==> config.mk <==
export PLATFORM = sky130hd
export DESIGN_NAME = irq_resp_seq
export DESIGN_NICKNAME = d
export VERILOG_FILES = /design/src/rtl/irq_pkg.sv /design/src/rtl/irq_nmi_edge.sv /design/src/rtl/irq_arbiter.sv /design/src/rtl/irq_vector.sv /design/src/rtl/irq_resp_seq.sv
export SDC_FILE = /design/constraint.sdc
export NUM_CORES = 1
export LEC_CHECK = 0
export BUFFER_PORTS_ARGS = -buffer_cell sky130_fd_sc_hd__buf_4
export CAP_MARGIN = 40
export CORE_MARGIN = 1.5
export CORE_UTILIZATION = 52
export DETAILED_ROUTE_END_ITERATION = 10
export GPL_ROUTABILITY_DRIVEN = 0
export HOLD_SLACK_MARGIN = 0.12
export PLACE_DENSITY_LB_ADDON = 0.3
export SYNTH_ARGS = -nofsm -noshare
export SYNTH_HDL_FRONTEND = slang
export SYNTH_HIERARCHICAL = 1
export SYNTH_SLANG_ARGS = --single-unit
==> constraint.sdc <==
create_clock -name clk -period 6.7 [get_ports clk]
set_input_delay 1.34 -clock clk [delete_from_list [all_inputs] [get_ports clk]]
set_output_delay 1.34 -clock clk [all_outputs]
set_load 0.05 [all_outputs]
==> src/rtl/irq_pkg.sv <==
package irq_pkg;
    typedef enum logic [2:0] {
        S_IDLE    = 3'd0,
        S_ACK     = 3'd1,
        S_PUSH_HI = 3'd2,
        S_PUSH_LO = 3'd3,
        S_RD_LO   = 3'd4,
        S_RD_HI   = 3'd5,
        S_DONE    = 3'd6
    } seq_state_e;
endpackage

==> src/rtl/irq_nmi_edge.sv <==
module irq_nmi_edge (
    input  logic clk,
    input  logic rst_n,
    input  logic nmi_i,
    input  logic take_i,
    output logic pend_o
);
    typedef struct packed {
        logic prev;
        logic pend;
    } edge_t;

    edge_t e_d, e_q;

    always_comb begin
        e_d      = e_q;
        e_d.prev = nmi_i;
        e_d.pend = (e_q.pend && !take_i) || (nmi_i && !e_q.prev);
    end

    always_ff @(posedge clk or negedge rst_n) begin
        if (!rst_n) e_q <= '0;
        else        e_q <= e_d;
    end

    assign pend_o = e_q.pend;


    pend_hold_chk: assert property (@(posedge clk) disable iff (!rst_n)
        (pend_o && !take_i) |=> pend_o);
endmodule

==> src/rtl/irq_arbiter.sv <==
module irq_arbiter (
    input  logic idle_i,
    input  logic boundary_i,
    input  logic nmi_pend_i,
    input  logic int_req_i,
    input  logic iff1_i,
    input  logic skip_i,
    output logic take_nmi_o,
    output logic take_int_o
);
    logic at_edge;

    always_comb begin
        at_edge    = idle_i && boundary_i;
        take_nmi_o = at_edge && nmi_pend_i;
        take_int_o = at_edge && !nmi_pend_i && int_req_i && iff1_i && !skip_i;
    end
endmodule

==> src/rtl/irq_vector.sv <==
module irq_vector #(
    parameter int DW = 8,
    parameter logic [2*DW-1:0] IM1_VEC = 16'h0038
) (
    input  logic [1:0]      mode_i,
    input  logic [DW-1:0]   byte_i,
    output logic [2*DW-1:0] tgt_o,
    output logic            tbl_o,
    output logic            err_o
);
    localparam int AW = 2 * DW;

    logic is_rst;

    always_comb begin
        is_rst = (byte_i[7:6] == 2'b11) && (byte_i[2:0] == 3'b111);
        tgt_o  = IM1_VEC;
        tbl_o  = 1'b0;
        err_o  = 1'b0;
        case (mode_i)
            2'b00: begin
                if (is_rst) tgt_o = {{(AW-6){1'b0}}, byte_i[5:3], 3'b000};
                else        err_o = 1'b1;
            end
            2'b01:   tgt_o = IM1_VEC;
            default: tbl_o = 1'b1;
        endcase
    end
endmodule

==> src/rtl/irq_resp_seq.sv <==
module irq_resp_seq
    import irq_pkg::*;
#(
    parameter int DW = 8,
    parameter logic [2*DW-1:0] NMI_VEC = 16'h0066,
    parameter logic [2*DW-1:0] IM1_VEC = 16'h0038
) (
    input  logic             clk,
    input  logic             rst_n,
    input  logic             boundary_i,
    input  logic             skip_int_i,
    input  logic             nmi_i,
    input  logic             int_req_i,
    input  logic [1:0]       int_mode_i,
    input  logic             iff1_i,
    input  logic             halted_i,
    input  logic [DW-1:0]    ireg_i,
    input  logic [2*DW-1:0]  pc_i,
    input  logic [2*DW-1:0]  sp_i,
    input  logic             ack_valid_i,
    input  logic [DW-1:0]    ack_data_i,
    output logic             inta_o,
    output logic             mem_req_o,
    output logic             mem_we_o,
    output logic [2*DW-1:0]  mem_addr_o,
    output logic [DW-1:0]    mem_wdata_o,
    input  logic [DW-1:0]    mem_rdata_i,
    input  logic             mem_ready_i,
    output logic             busy_o,
    output logic             done_o,
    output logic [2*DW-1:0]  pc_o,
    output logic [2*DW-1:0]  wz_o,
    output logic [2*DW-1:0]  sp_o,
    output logic             iff_we_o,
    output logic             iff1_o,
    output logic             iff2_o,
    output logic             halt_clr_o,
    output logic             err_o
);
    localparam int AW = 2 * DW;

    typedef struct packed {
        seq_state_e    st;
        logic          is_nmi;
        logic [1:0]    mode;
        logic          tbl;
        logic          err;
        logic          iff_we;
        logic          iff2;
        logic          hclr;
        logic [DW-1:0] ireg;
        logic [AW-1:0] pc;
        logic [AW-1:0] sp;
        logic [AW-1:0] tgt;
        logic [AW-1:0] ptr;
    } seq_t;

    seq_t r_d, r_q;

    logic          nmi_pend, take_nmi, take_int, idle;
    logic [DW-1:0] bus_byte;
    logic [AW-1:0] vec_tgt;
    logic          vec_tbl, vec_err;

    assign idle     = (r_q.st == S_IDLE);
    assign bus_byte = ack_valid_i ? ack_data_i : '0;

    irq_nmi_edge u_nmi (
        .clk    (clk),
        .rst_n  (rst_n),
        .nmi_i  (nmi_i),
        .take_i (take_nmi),
        .pend_o (nmi_pend)
    );

    irq_arbiter u_arb (
        .idle_i     (idle),
        .boundary_i (boundary_i),
        .nmi_pend_i (nmi_pend),
        .int_req_i  (int_req_i),
        .iff1_i     (iff1_i),
        .skip_i     (skip_int_i),
        .take_nmi_o (take_nmi),
        .take_int_o (take_int)
    );

    irq_vector #(.DW(DW), .IM1_VEC(IM1_VEC)) u_vec (
        .mode_i (r_q.mode),
        .byte_i (bus_byte),
        .tgt_o  (vec_tgt),
        .tbl_o  (vec_tbl),
        .err_o  (vec_err)
    );

    always_comb begin
        r_d        = r_q;
        r_d.iff_we = 1'b0;
        r_d.hclr   = 1'b0;
        case (r_q.st)
            S_IDLE: begin
                r_d.err = 1'b0;
                if (take_nmi || take_int) begin
                    r_d.pc     = pc_i;
                    r_d.sp     = sp_i;
                    r_d.ireg   = ireg_i;
                    r_d.mode   = int_mode_i;
                    r_d.iff_we = 1'b1;
                    r_d.hclr   = halted_i;
                    r_d.is_nmi = take_nmi;
                    r_d.tbl    = 1'b0;
                    if (take_nmi) begin
                        r_d.iff2 = iff1_i;
                        r_d.tgt  = NMI_VEC;
                        r_d.st   = S_PUSH_HI;
                    end else begin
                        r_d.iff2 = 1'b0;
                        r_d.st   = S_ACK;
                    end
                end
            end
            S_ACK: begin
                r_d.tgt = vec_tgt;
                r_d.tbl = vec_tbl;
                r_d.err = vec_err;
                r_d.ptr = {r_q.ireg, bus_byte};
                r_d.st  = S_PUSH_HI;
            end
            S_PUSH_HI: begin
                if (mem_ready_i) begin
                    r_d.sp = r_q.sp - 1'b1;
                    r_d.st = S_PUSH_LO;
                end
            end
            S_PUSH_LO: begin
                if (mem_ready_i) begin
                    r_d.sp = r_q.sp - 1'b1;
                    r_d.st = r_q.tbl ? S_RD_LO : S_DONE;
                end
            end
            S_RD_LO: begin
                if (mem_ready_i) begin
                    r_d.tgt[DW-1:0] = mem_rdata_i;
                    r_d.st          = S_RD_HI;
                end
            end
            S_RD_HI: begin
                if (mem_ready_i) begin
                    r_d.tgt[AW-1:DW] = mem_rdata_i;
                    r_d.st           = S_DONE;
                end
            end
            S_DONE:  r_d.st = S_IDLE;
            default: r_d.st = S_IDLE;
        endcase
    end

    always_ff @(posedge clk or negedge rst_n) begin
        if (!rst_n) r_q <= '0;
        else        r_q <= r_d;
    end

    always_comb begin
        inta_o      = (r_q.st == S_ACK);
        mem_req_o   = (r_q.st == S_PUSH_HI) || (r_q.st == S_PUSH_LO) ||
                      (r_q.st == S_RD_LO)   || (r_q.st == S_RD_HI);
        mem_we_o    = (r_q.st == S_PUSH_HI) || (r_q.st == S_PUSH_LO);
        mem_wdata_o = (r_q.st == S_PUSH_HI) ? r_q.pc[AW-1:DW] : r_q.pc[DW-1:0];
        case (r_q.st)
            S_RD_LO: mem_addr_o = r_q.ptr;
            S_RD_HI: mem_addr_o = r_q.ptr + 1'b1;
            default: mem_addr_o = r_q.sp - 1'b1;
        endcase
        busy_o     = !idle;
        done_o     = (r_q.st == S_DONE);
        pc_o       = r_q.tgt;
        wz_o       = r_q.tgt;
        sp_o       = r_q.sp;
        iff_we_o   = r_q.iff_we;
        iff1_o     = 1'b0;
        iff2_o     = r_q.iff2;
        halt_clr_o = r_q.hclr;
        err_o      = done_o && r_q.err;
    end


    nmi_vec_chk: assert property (@(posedge clk) disable iff (!rst_n)
        (done_o && r_q.is_nmi) |-> (pc_o == NMI_VEC));


    nmi_iff_chk: assert property (@(posedge clk) disable iff (!rst_n)
        (iff_we_o && r_q.is_nmi) |-> (!iff1_o && iff2_o == $past(iff1_i)));


    push_order_chk: assert property (@(posedge clk) disable iff (!rst_n)
        (r_q.st == S_PUSH_HI && mem_ready_i) |=>
        (mem_req_o && mem_we_o && mem_addr_o == $past(mem_addr_o) - 1'b1 &&
         mem_wdata_o == $past(r_q.pc[DW-1:0])));


    im0_err_chk: assert property (@(posedge clk) disable iff (!rst_n)
        err_o |-> (pc_o == IM1_VEC && !r_q.is_nmi));


    no_take_chk: assert property (@(posedge clk) disable iff (!rst_n)
        (idle && boundary_i && !nmi_pend && !(int_req_i && iff1_i && !skip_int_i))
        |=> !busy_o);


    nmi_first_chk: assert property (@(posedge clk) disable iff (!rst_n)
        (idle && boundary_i && nmi_pend) |=> (busy_o && r_q.is_nmi && !inta_o));
endmodule

==> results of run 1 <==
worst max-delay path: stages (launching register included):
cell	delay, ns
dfrtp_1	0.60
nand2b_1	0.67
nor2_1	0.80
mux2_2	0.41
buf_4	0.19
path summary, 6_finish.rpt:
kind / slack (ns) / to / startpoint
max: 2.34 / mem_wdata_o[6] / r_q[82]$_DFFE_PN0P_
min: 0.42 / u_nmi/pend_o$_DFF_PN0_ / u_nmi/e_q[1]$_DFF_PN0_
max reg2reg: 3.52 / r_q[56]$_DFFE_PN0P_ / r_q[80]$_DFFE_PN0P_
min reg2reg: 0.42 / u_nmi/pend_o$_DFF_PN0_ / u_nmi/e_q[1]$_DFF_PN0_
max in group asynchronous: 5.17 / r_q[7]$_DFFE_PN0N_ / rst_n
min in group asynchronous: 0.92 / sp_o[3]$_DFFE_PN0P_ / rst_n
cell usage in the layout (no fill, tap or decap), types with 13 or more instances in the layout:
cell and count:
buf_4 152, conb_1 14, mux2_2 48, nor3_1 15, dfrtp_1 84, xnor2_1 21
a21oi_1 45, inv_1 13, o21ai_0 21, nand2_1 43, nor2_1 40, a22oi_1 17
final cells by class:
class                   instances  area (um^2)
clock inverters                 6        95.09
flip-flops and latches         84         2102
fillers                       799         3228
clock buffers                  10        137.6
repair buffers                155         1189
multi-input cells             369         2410
well taps                     129        161.4
inverters                      13        48.80
registers in the layout, indices dropped and copies added, names as in the netlist:
name          flops
iff_we_o          1
iff2_o            1
u_nmi/pend_o      1
halt_clr_o        1
sp_o             16
pc_o             16
u_nmi/e_q         1
r_q              47
routing by layer:
layer / up-vias / wire length, um
met4: 0 / 168
met3: 17 / 842
met5: - / 0
met1: 1937 / 5209
met2: 167 / 5545
li1: 2015 / -
per-stage QoR:
stage | utilization, % | instance area, um^2 | instances | hold slack, ns | setup slack, ns
after floorplan | - | 5145 | 558 | 0.4136 | 2.992
after global placement | 62.40 | 5848 | 745 | 0.4163 | 2.825
after detailed placement | 63.07 | 5911 | 750 | 0.4204 | 2.736
after CTS | 65.55 | 6143 | 766 | 0.4235 | 2.329
after global routing | 65.55 | 6143 | 766 | 0.4463 | 2.104
final | 65.55 | 6143 | 766 | 0.4207 | 2.339
cells by family after synthesis:
group / after synthesis / synth area share [%]
muxes: 50 / 10.99
adders and majority gates: 2 / 0.4906
DFF: 84 / 41.22
xor gates and xnor gates: 29 / 4.980
other: 2 / 0.1473
and+or+nand+nor: 151 / 14.60
AOI/OAI and AO/OA: 123 / 15.06
buffers and inverters: 105 / 12.51
==> impl_metrics.py, run 1 <==
metrics = {
    "clock_tree": {
        "clockRootBuffer": "clkbuf_8",
        "clock_latency_ns": 0.36,
        "cts_tree": "built",
        "cts_hold_buf": 0,
        "post_cts_buffers": 0,
        "h-tree-depth": 3,
        "clock-sinks": 84,
        "numCtsBuffers": 9,
        "cts_max_path_buffers": 2,
        "clk_pin_slew_ns": 0.10,
        "post_cts_resized": 0,
    },
    "hold_path": {
        "hold_depth": 1,
        "hold_path_class": "flop to flop",
    },
    "sta": {
        "fin_crit_ns": 4.361,
        "final-setup-viol-count": 0,
        "worst_slew_pin_slew_ns": 0.8980,
        "fmax_mhz": 229.3,
        "tns_ns": 0,
        "post-route-period-util_pct": 65.08,
        "hold_viol": 0,
        "max-slew-margin-rel_pct": 40.13,
        "slew_viol_final": 0,
        "rsz0062_at_grt": "no",
        "fin_skew_ns": 0.01036,
    },
    "detailed_routing": {
        "drcViolationCount": 0,
        "post_drt_via_cell_ratio": 5.399,
        "routedWlPerCell_um": 15.36,
        "routed-via-count": 4136,
        "antenna_left": 0,
        "wl_mm": 11.77,
        "first_pass_iters": 5,
        "drtIter0Drc": 186,
    },
    "status": {
        "status": "finished, final reports clean",
    },
    "grt": {
        "grt_use_met3_pct": 5.540,
        "antenna_found_initial": 0,
        "grt_use_met1_pct": 32.20,
        "grt_max_degree": 53,
        "met2_usage_pct": 37.09,
        "grt_overflow": 0,
        "grt.busiest_layer": "met2",
        "track_usage_pct": 23.34,
        "grt_pass1_wl_mm": 19.12,
        "grt_pass1_vias": 3954,
    },
    "die": {
        "die_h_um": 102.0,
        "core_area_um2": 9371,
        "die_x_um": 102.0,
        "io_pins": 150,
        "fp-row-count": 35,
        "die_area_um2": 10410,
        "start_util_pct": 54.42,
    },
    "synth": {
        "synth-seq-cells": 84,
        "synthesis.area_um2": 5100,
        "yosysSeqAreaShare_pct": 41.22,
        "yosys.area.top_type_share_pct": 41.22,
        "synth_edf_count": 0,
        "avgSynthCellArea_um2": 9.340,
        "yosysWarnings": 6,
        "ys_top_cells_by_area": "dfrtp_1 41%, mux2_2 11%, buf_4 9.1%, a21oi_1 4.4%, xnor2_1 3.6%",
        "synth_top_area_cell": "dfrtp_1",
        "ys.flop_type": "dfrtp_1",
        "synth_cell_types": 51,
        "syn_inst": 546,
        "ys_top_cells_by_count": "84 x dfrtp_1, 62 x buf_4, 48 x mux2_2",
        "yosysMostFrequentCell": "dfrtp_1",
        "synthArstFlopShare_pct": 100.0,
    },
    "flow_run": {
        "maxCapViolations": 0,
    },
    "worst_setup_path": {
        "cp_data_arrival_time_ns": 3.02,
        "worstRegToRegCells": 7,
        "cp-end-kind": "output pin",
        "critPathLaunchType": "flop",
        "critPathMaxFanout": 23,
        "criticalPathCategory": "flop to output pin",
        "crit_required_ns": 5.36,
    },
    "cells_and_area": {
        "area_growth_pct": 20.46,
        "nets": 702,
        "drive_above_1_share_pct": 36.26,
        "num_antenna_cells": 0,
    },
    "placement": {
        "hpwl_mm": 8.836,
        "io_buffer_count": 148,
    },
}
Power of run 1 is left out: the tool's default activity adds up to more than one toggle a clock period on the data nets, which glitch-free logic cannot reach.
==> inputs of run 2 (changes only) <==
clock period = 4.3 ns   (was 6.7 ns; I/O delays follow)
==> run 2 against run 1 <==
Cell count grew 0.13%. Worst hold slack gained 0.011 ns. Wire length grew 5.2%. Flip-flop and latch count is the same. Critical path depth grew 2. Non-clock buffer count grew 1. Clock skew grew 0.0011 ns. First-iteration DRC count grew 8.6%. Sequential share of layout area grew 0.18 points. Largest cell class unchanged.
==> impl_metrics.py, run 2 (same netlist as run 1, synthesis figures left out) <==
metrics = {
    "hold_path": {
        "hold_path_class": "flop to flop",
        "hold_end": "u_nmi/pend_o$_DFF_PN0_",
        "hold_start": "u_nmi/e_q[1]$_DFF_PN0_",
        "hold_depth": 1,
    },
    "clock_tree": {
        "cts_max_path_buffers": 2,
        "numCtsBuffers": 9,
        "clockRootBuffer": "clkbuf_8",
        "h-tree-depth": 3,
        "cts_tree": "built",
        "clock-sinks": 84,
        "post_cts_buffers": 0,
        "clk_pin_slew_ns": 0.09,
        "cts_hold_buf": 0,
        "post_cts_resized": 0,
        "clock_latency_ns": 0.36,
    },
    "worst_setup_path": {
        "r2r_setup_slack_ns": 1.18,
        "criticalPathCategory": "flop to output pin",
        "crit_slowest_cell": "dfrtp_1",
        "cp_top_family": "simple AND/OR/NAND/NOR gates",
        "rr_startpoint": "r_q[80]$_DFFE_PN0P_",
        "worst_r2r_endpoint": "sp_o[10]$_DFFE_PN0P_",
        "worstRegToRegCells": 9,
        "critPathLaunchType": "flop",
        "cp-end-kind": "output pin",
        "crit_required_ns": 3.44,
        "cp_data_arrival_time_ns": 2.70,
        "max_stage_delay_ns": 0.82,
        "critical_path.startpoint": "r_q[80]$_DFFE_PN0P_",
        "critPathMaxFanout": 23,
        "crit_buf_inv": 1,
        "path_cells": "and3_1 -> nand4_1 -> nor3_1 -> xnor2_1 -> o21ai_0 -> buf_4",
    },
    "cells_and_area": {
        "largest_register_ffs": 47,
        "filler_cell_count": 818,
        "area_growth_pct": 19.85,
        "num_antenna_cells": 0,
        "layout_common_cells": "155 x buf_4, 84 x dfrtp_1, 48 x mux2_2",
        "drive_above_1_share_pct": 36.36,
        "nets": 703,
        "regMostFlops": "r_q",
        "final_common_cell": "buf_4",
    },
    "sta": {
        "worst_slew_pin_slew_ns": 0.7849,
        "final-setup-viol-count": 0,
        "slew_viol_final": 0,
        "layout_setup_ws_ns": 0.7442,
        "fmax_mhz": 281.2,
        "rsz0062_at_grt": "no",
        "max-slew-margin-rel_pct": 47.48,
        "tns_ns": 0,
        "hold_viol": 0,
        "post-route-period-util_pct": 82.69,
        "fin_skew_ns": 0.01151,
        "fin_crit_ns": 3.556,
    },
    "placement": {
        "hpwl_mm": 9.338,
        "io_buffer_count": 148,
        "pre_cts_ws_ns": 1.137,
    },
    "die": {
        "die_x_um": 102.0,
        "fp-row-count": 35,
        "start_util_pct": 54.42,
        "die_area_um2": 10410,
        "io_pins": 150,
        "die_h_um": 102.0,
        "core_area_um2": 9371,
    },
    "grt": {
        "antenna_found_initial": 0,
        "track_usage_pct": 23.78,
        "grt_pass1_wl_mm": 19.29,
        "grt_max_degree": 54,
        "grt_overflow": 0,
        "grt_pass1_vias": 3989,
    },
    "detailed_routing": {
        "post_drt_via_cell_ratio": 5.551,
        "routed-via-count": 4258,
        "drcViolationCount": 0,
        "drtIter0Drc": 202,
        "wl_mm": 12.38,
        "routedWlPerCell_um": 16.14,
        "first_pass_iters": 7,
        "antenna_left": 0,
    },
    "status": {
        "status": "finished, final reports clean",
    },
    "flow_run": {
        "maxCapViolations": 0,
    },
}
run 2: how the worst max path moves through the flow:
| stage | to | slack [ns] | cells past startpoint |
|---|---|---|---|
| floorplan | mem_addr_o[12] | 1.07 | 7 |
| global placement | mem_addr_o[11] | 1.20 | 6 |
| detailed placement | mem_wdata_o[1] | 1.14 | 5 |
| CTS | mem_wdata_o[1] | 0.75 | 5 |
| global route | mem_addr_o[11] | 0.58 | 6 |
| finish | mem_addr_o[13] | 0.74 | 6 |
run 2: per-stage QoR:
| stage | utilization [%] | cell area [um^2] | hold slack, ns | instances |
|---|---|---|---|---|
| 2_1_floorplan | - | 5145 | 0.4136 | 558 |
| 3_3_place_gp | 62.64 | 5871 | 0.4203 | 748 |
| 3_5_place_dp | 63.10 | 5913 | 0.4283 | 751 |
| 4_1_cts | 65.22 | 6112 | 0.4324 | 767 |
| 5_1_grt | 65.22 | 6112 | 0.4350 | 767 |
| 6_report | 65.22 | 6112 | 0.4315 | 767 |
run 2: per-layer routing:
layer	vias to the layer above	global-route usage, %	routed length [um]
li1	2012	-	-
met1	2028	31.95	5121
met2	191	36.98	6034
met3	27	5.472	937
met4	0	10.33	286
met5	-	0	0
run 2: area by class of cell:
cell class              instances  area, um^2  share of cell area [%]
multi-input cells             369        2410                   39.43
repair buffers                156        1191                   19.49
clock inverters                 7       75.07                   1.228
flip-flops and latches         84        2102                   34.39
well taps                     129       161.4                   2.641
inverters                      13       48.80                  0.7984
clock buffers                   9       123.9                   2.027
Power of run 2 is left out for the same reason.
==> inputs of run 3 (changes only) <==
clock period = 3.3 ns   (was 4.3 ns; I/O delays follow)
==> run 3 against run 2 <==
First-iteration DRC count grew 35%. Flip-flop and latch count is the same. Sequential share of layout area shrank 0.40 points. Critical path depth grew 1. Setup slack lost 0.59 ns. Die area is the same. Critical endpoint is now mem_addr_o[12]. Count of clock-buffer cells in the layout is the same. Worst hold slack lost 0.24 ns. Register-to-register slack lost 0.59 ns. Largest cell class unchanged. Design area grew 1.2%. Via count grew 0.12%.
==> impl_metrics.py, run 3 (same netlist as run 1, synthesis figures left out) <==
metrics = {
    "clock_tree": {
        "cts_max_path_buffers": 2,
        "h-tree-depth": 3,
        "clockRootBuffer": "clkbuf_8",
        "clk_pin_slew_ns": 0.09,
        "cts_hold_buf": 0,
        "clock-sinks": 84,
        "cts_tree": "built",
        "numCtsBuffers": 9,
        "clock_latency_ns": 0.36,
    },
    "cells_and_area": {
        "drive_above_1_share_pct": 37.33,
        "regMostFlops": "r_q",
        "layout_common_cells": "161 x buf_4, 84 x dfrtp_1, 48 x mux2_2",
        "area_growth_pct": 21.27,
        "nets": 709,
        "largest_register_ffs": 47,
        "final_common_cell": "buf_4",
        "num_antenna_cells": 0,
    },
    "sta": {
        "slew_viol_final": 0,
        "worst_slew_pin_slew_ns": 0.6370,
        "rsz0062_at_grt": "no",
        "post-route-period-util_pct": 95.45,
        "hold_viol": 0,
        "fmax_mhz": 317.5,
        "fin_skew_ns": 0.005444,
        "max-slew-margin-rel_pct": 57.38,
        "final-setup-viol-count": 0,
        "tns_ns": 0,
        "fin_crit_ns": 3.150,
    },
    "grt": {
        "antenna_found_initial": 0,
        "grt_pass1_wl_mm": 20.41,
        "track_usage_pct": 25.45,
        "grt_max_degree": 64,
        "grt_pass1_vias": 4167,
        "grt_overflow": 0,
    },
    "die": {
        "fp-row-count": 35,
        "core_area_um2": 9371,
        "die_area_um2": 10410,
        "io_pins": 150,
        "die_x_um": 102.0,
        "die_h_um": 102.0,
        "start_util_pct": 54.42,
    },
    "detailed_routing": {
        "first_pass_iters": 5,
        "wl_mm": 12.72,
        "post_drt_via_cell_ratio": 5.522,
        "routedWlPerCell_um": 16.48,
        "routed-via-count": 4263,
        "drtIter0Drc": 273,
        "antenna_left": 0,
        "drcViolationCount": 0,
    },
    "worst_setup_path": {
        "critPathMaxFanout": 6,
        "crit_buf_inv": 2,
        "cp_top_family": "simple AND/OR/NAND/NOR gates",
        "crit_required_ns": 2.64,
        "max_stage_delay_ns": 0.55,
        "cp_data_arrival_time_ns": 2.49,
        "criticalPathCategory": "flop to output pin",
        "cp-end-kind": "output pin",
        "path_cells": "inv_1 -> ha_1 -> or3b_2 -> nor3_1 -> xnor2_1 -> mux2i_1 -> buf_4",
        "critPathLaunchType": "flop",
        "crit_slowest_cell": "or3b_2",
    },
    "flow_run": {
        "maxCapViolations": 0,
    },
    "hold_path": {
        "hold_path_class": "primary input to async pin",
    },
    "placement": {
        "hpwl_mm": 9.492,
        "io_buffer_count": 148,
    },
    "status": {
        "status": "finished, final reports clean",
    },
}
==> run 3: metrics by stage <==
step / setup WS, ns / hold slack (ns) / std cells / area, um^2 / util [%]
floorplan: 0.2716 / 0.3644 / 558 / 5145 / -
global placement: 0.5002 / 0.4159 / 756 / 5931 / 63.28
detailed placement: 0.4626 / 0.4245 / 757 / 5958 / 63.58
CTS: 0.06300 / 0.1906 / 772 / 6176 / 65.90
global route: 0.01786 / 0.2012 / 772 / 6185 / 65.99
finish: 0.1500 / 0.1897 / 772 / 6185 / 65.99
==> run 3: per-layer routing <==
metal / wire, um / global-route usage [%]
met1: 5407 / 34.00
met2: 6090 / 40.45
met3: 863 / 5.130
met4: 357 / 10.96
met5: 0 / 0
==> run 3: worst reg2reg max path: stages (launching register included) <==
cell and delay [ns]:
dfrtp_1 0.51, nor3_1 0.34, nand2_1 0.11, nor4_2 0.38, or2_2 0.22, buf_4 0.23
nand2_1 0.11, a21o_1 0.33, a211oi_1 0.28, a21oi_1 0.07
==> run 3: final timing paths <==
| path | from | end | depth (start not counted) | slack (ns) |
|---|---|---|---|---|
| worst max-delay path | sp_o[0]$_DFFE_PN0P_ | mem_addr_o[12] | 7 | 0.15 |
| max in group asynchronous | rst_n | r_q[63]$_DFFE_PN0P_ | 2 | 2.51 |
| worst min-delay path | rst_n | r_q[71]$_DFFE_PN0P_ | 1 | 0.19 |
| min in group clk | nmi_i | u_nmi/e_q[1]$_DFF_PN0_ | 1 | 0.41 |
| worst min register to register | u_nmi/e_q[1]$_DFF_PN0_ | u_nmi/pend_o$_DFF_PN0_ | 1 | 0.43 |
| worst max register to register | r_q[80]$_DFFE_PN0P_ | sp_o[1]$_DFFE_PN0P_ | 9 | 0.59 |
==> run 3: what timing repair did <==
item / in CTS / in global routing
setup endpoints to repair: 1 / 4
gates resized for setup: 1 / 2
pin swaps: 0 / 0
cloned: 0 / 0
setup buffers: 0 / 0
==> run 3: cell type report <==
type,count,area (um^2)
sequential,84,2102
clock inverter,6,88.84
timing repair buffer,162,1236
clock buffer,9,123.9
multi-input combinational,369,2424
tap,129,161.4
inverter,13,48.80
fill,812,3187
Power of run 3 is left out for the same reason.
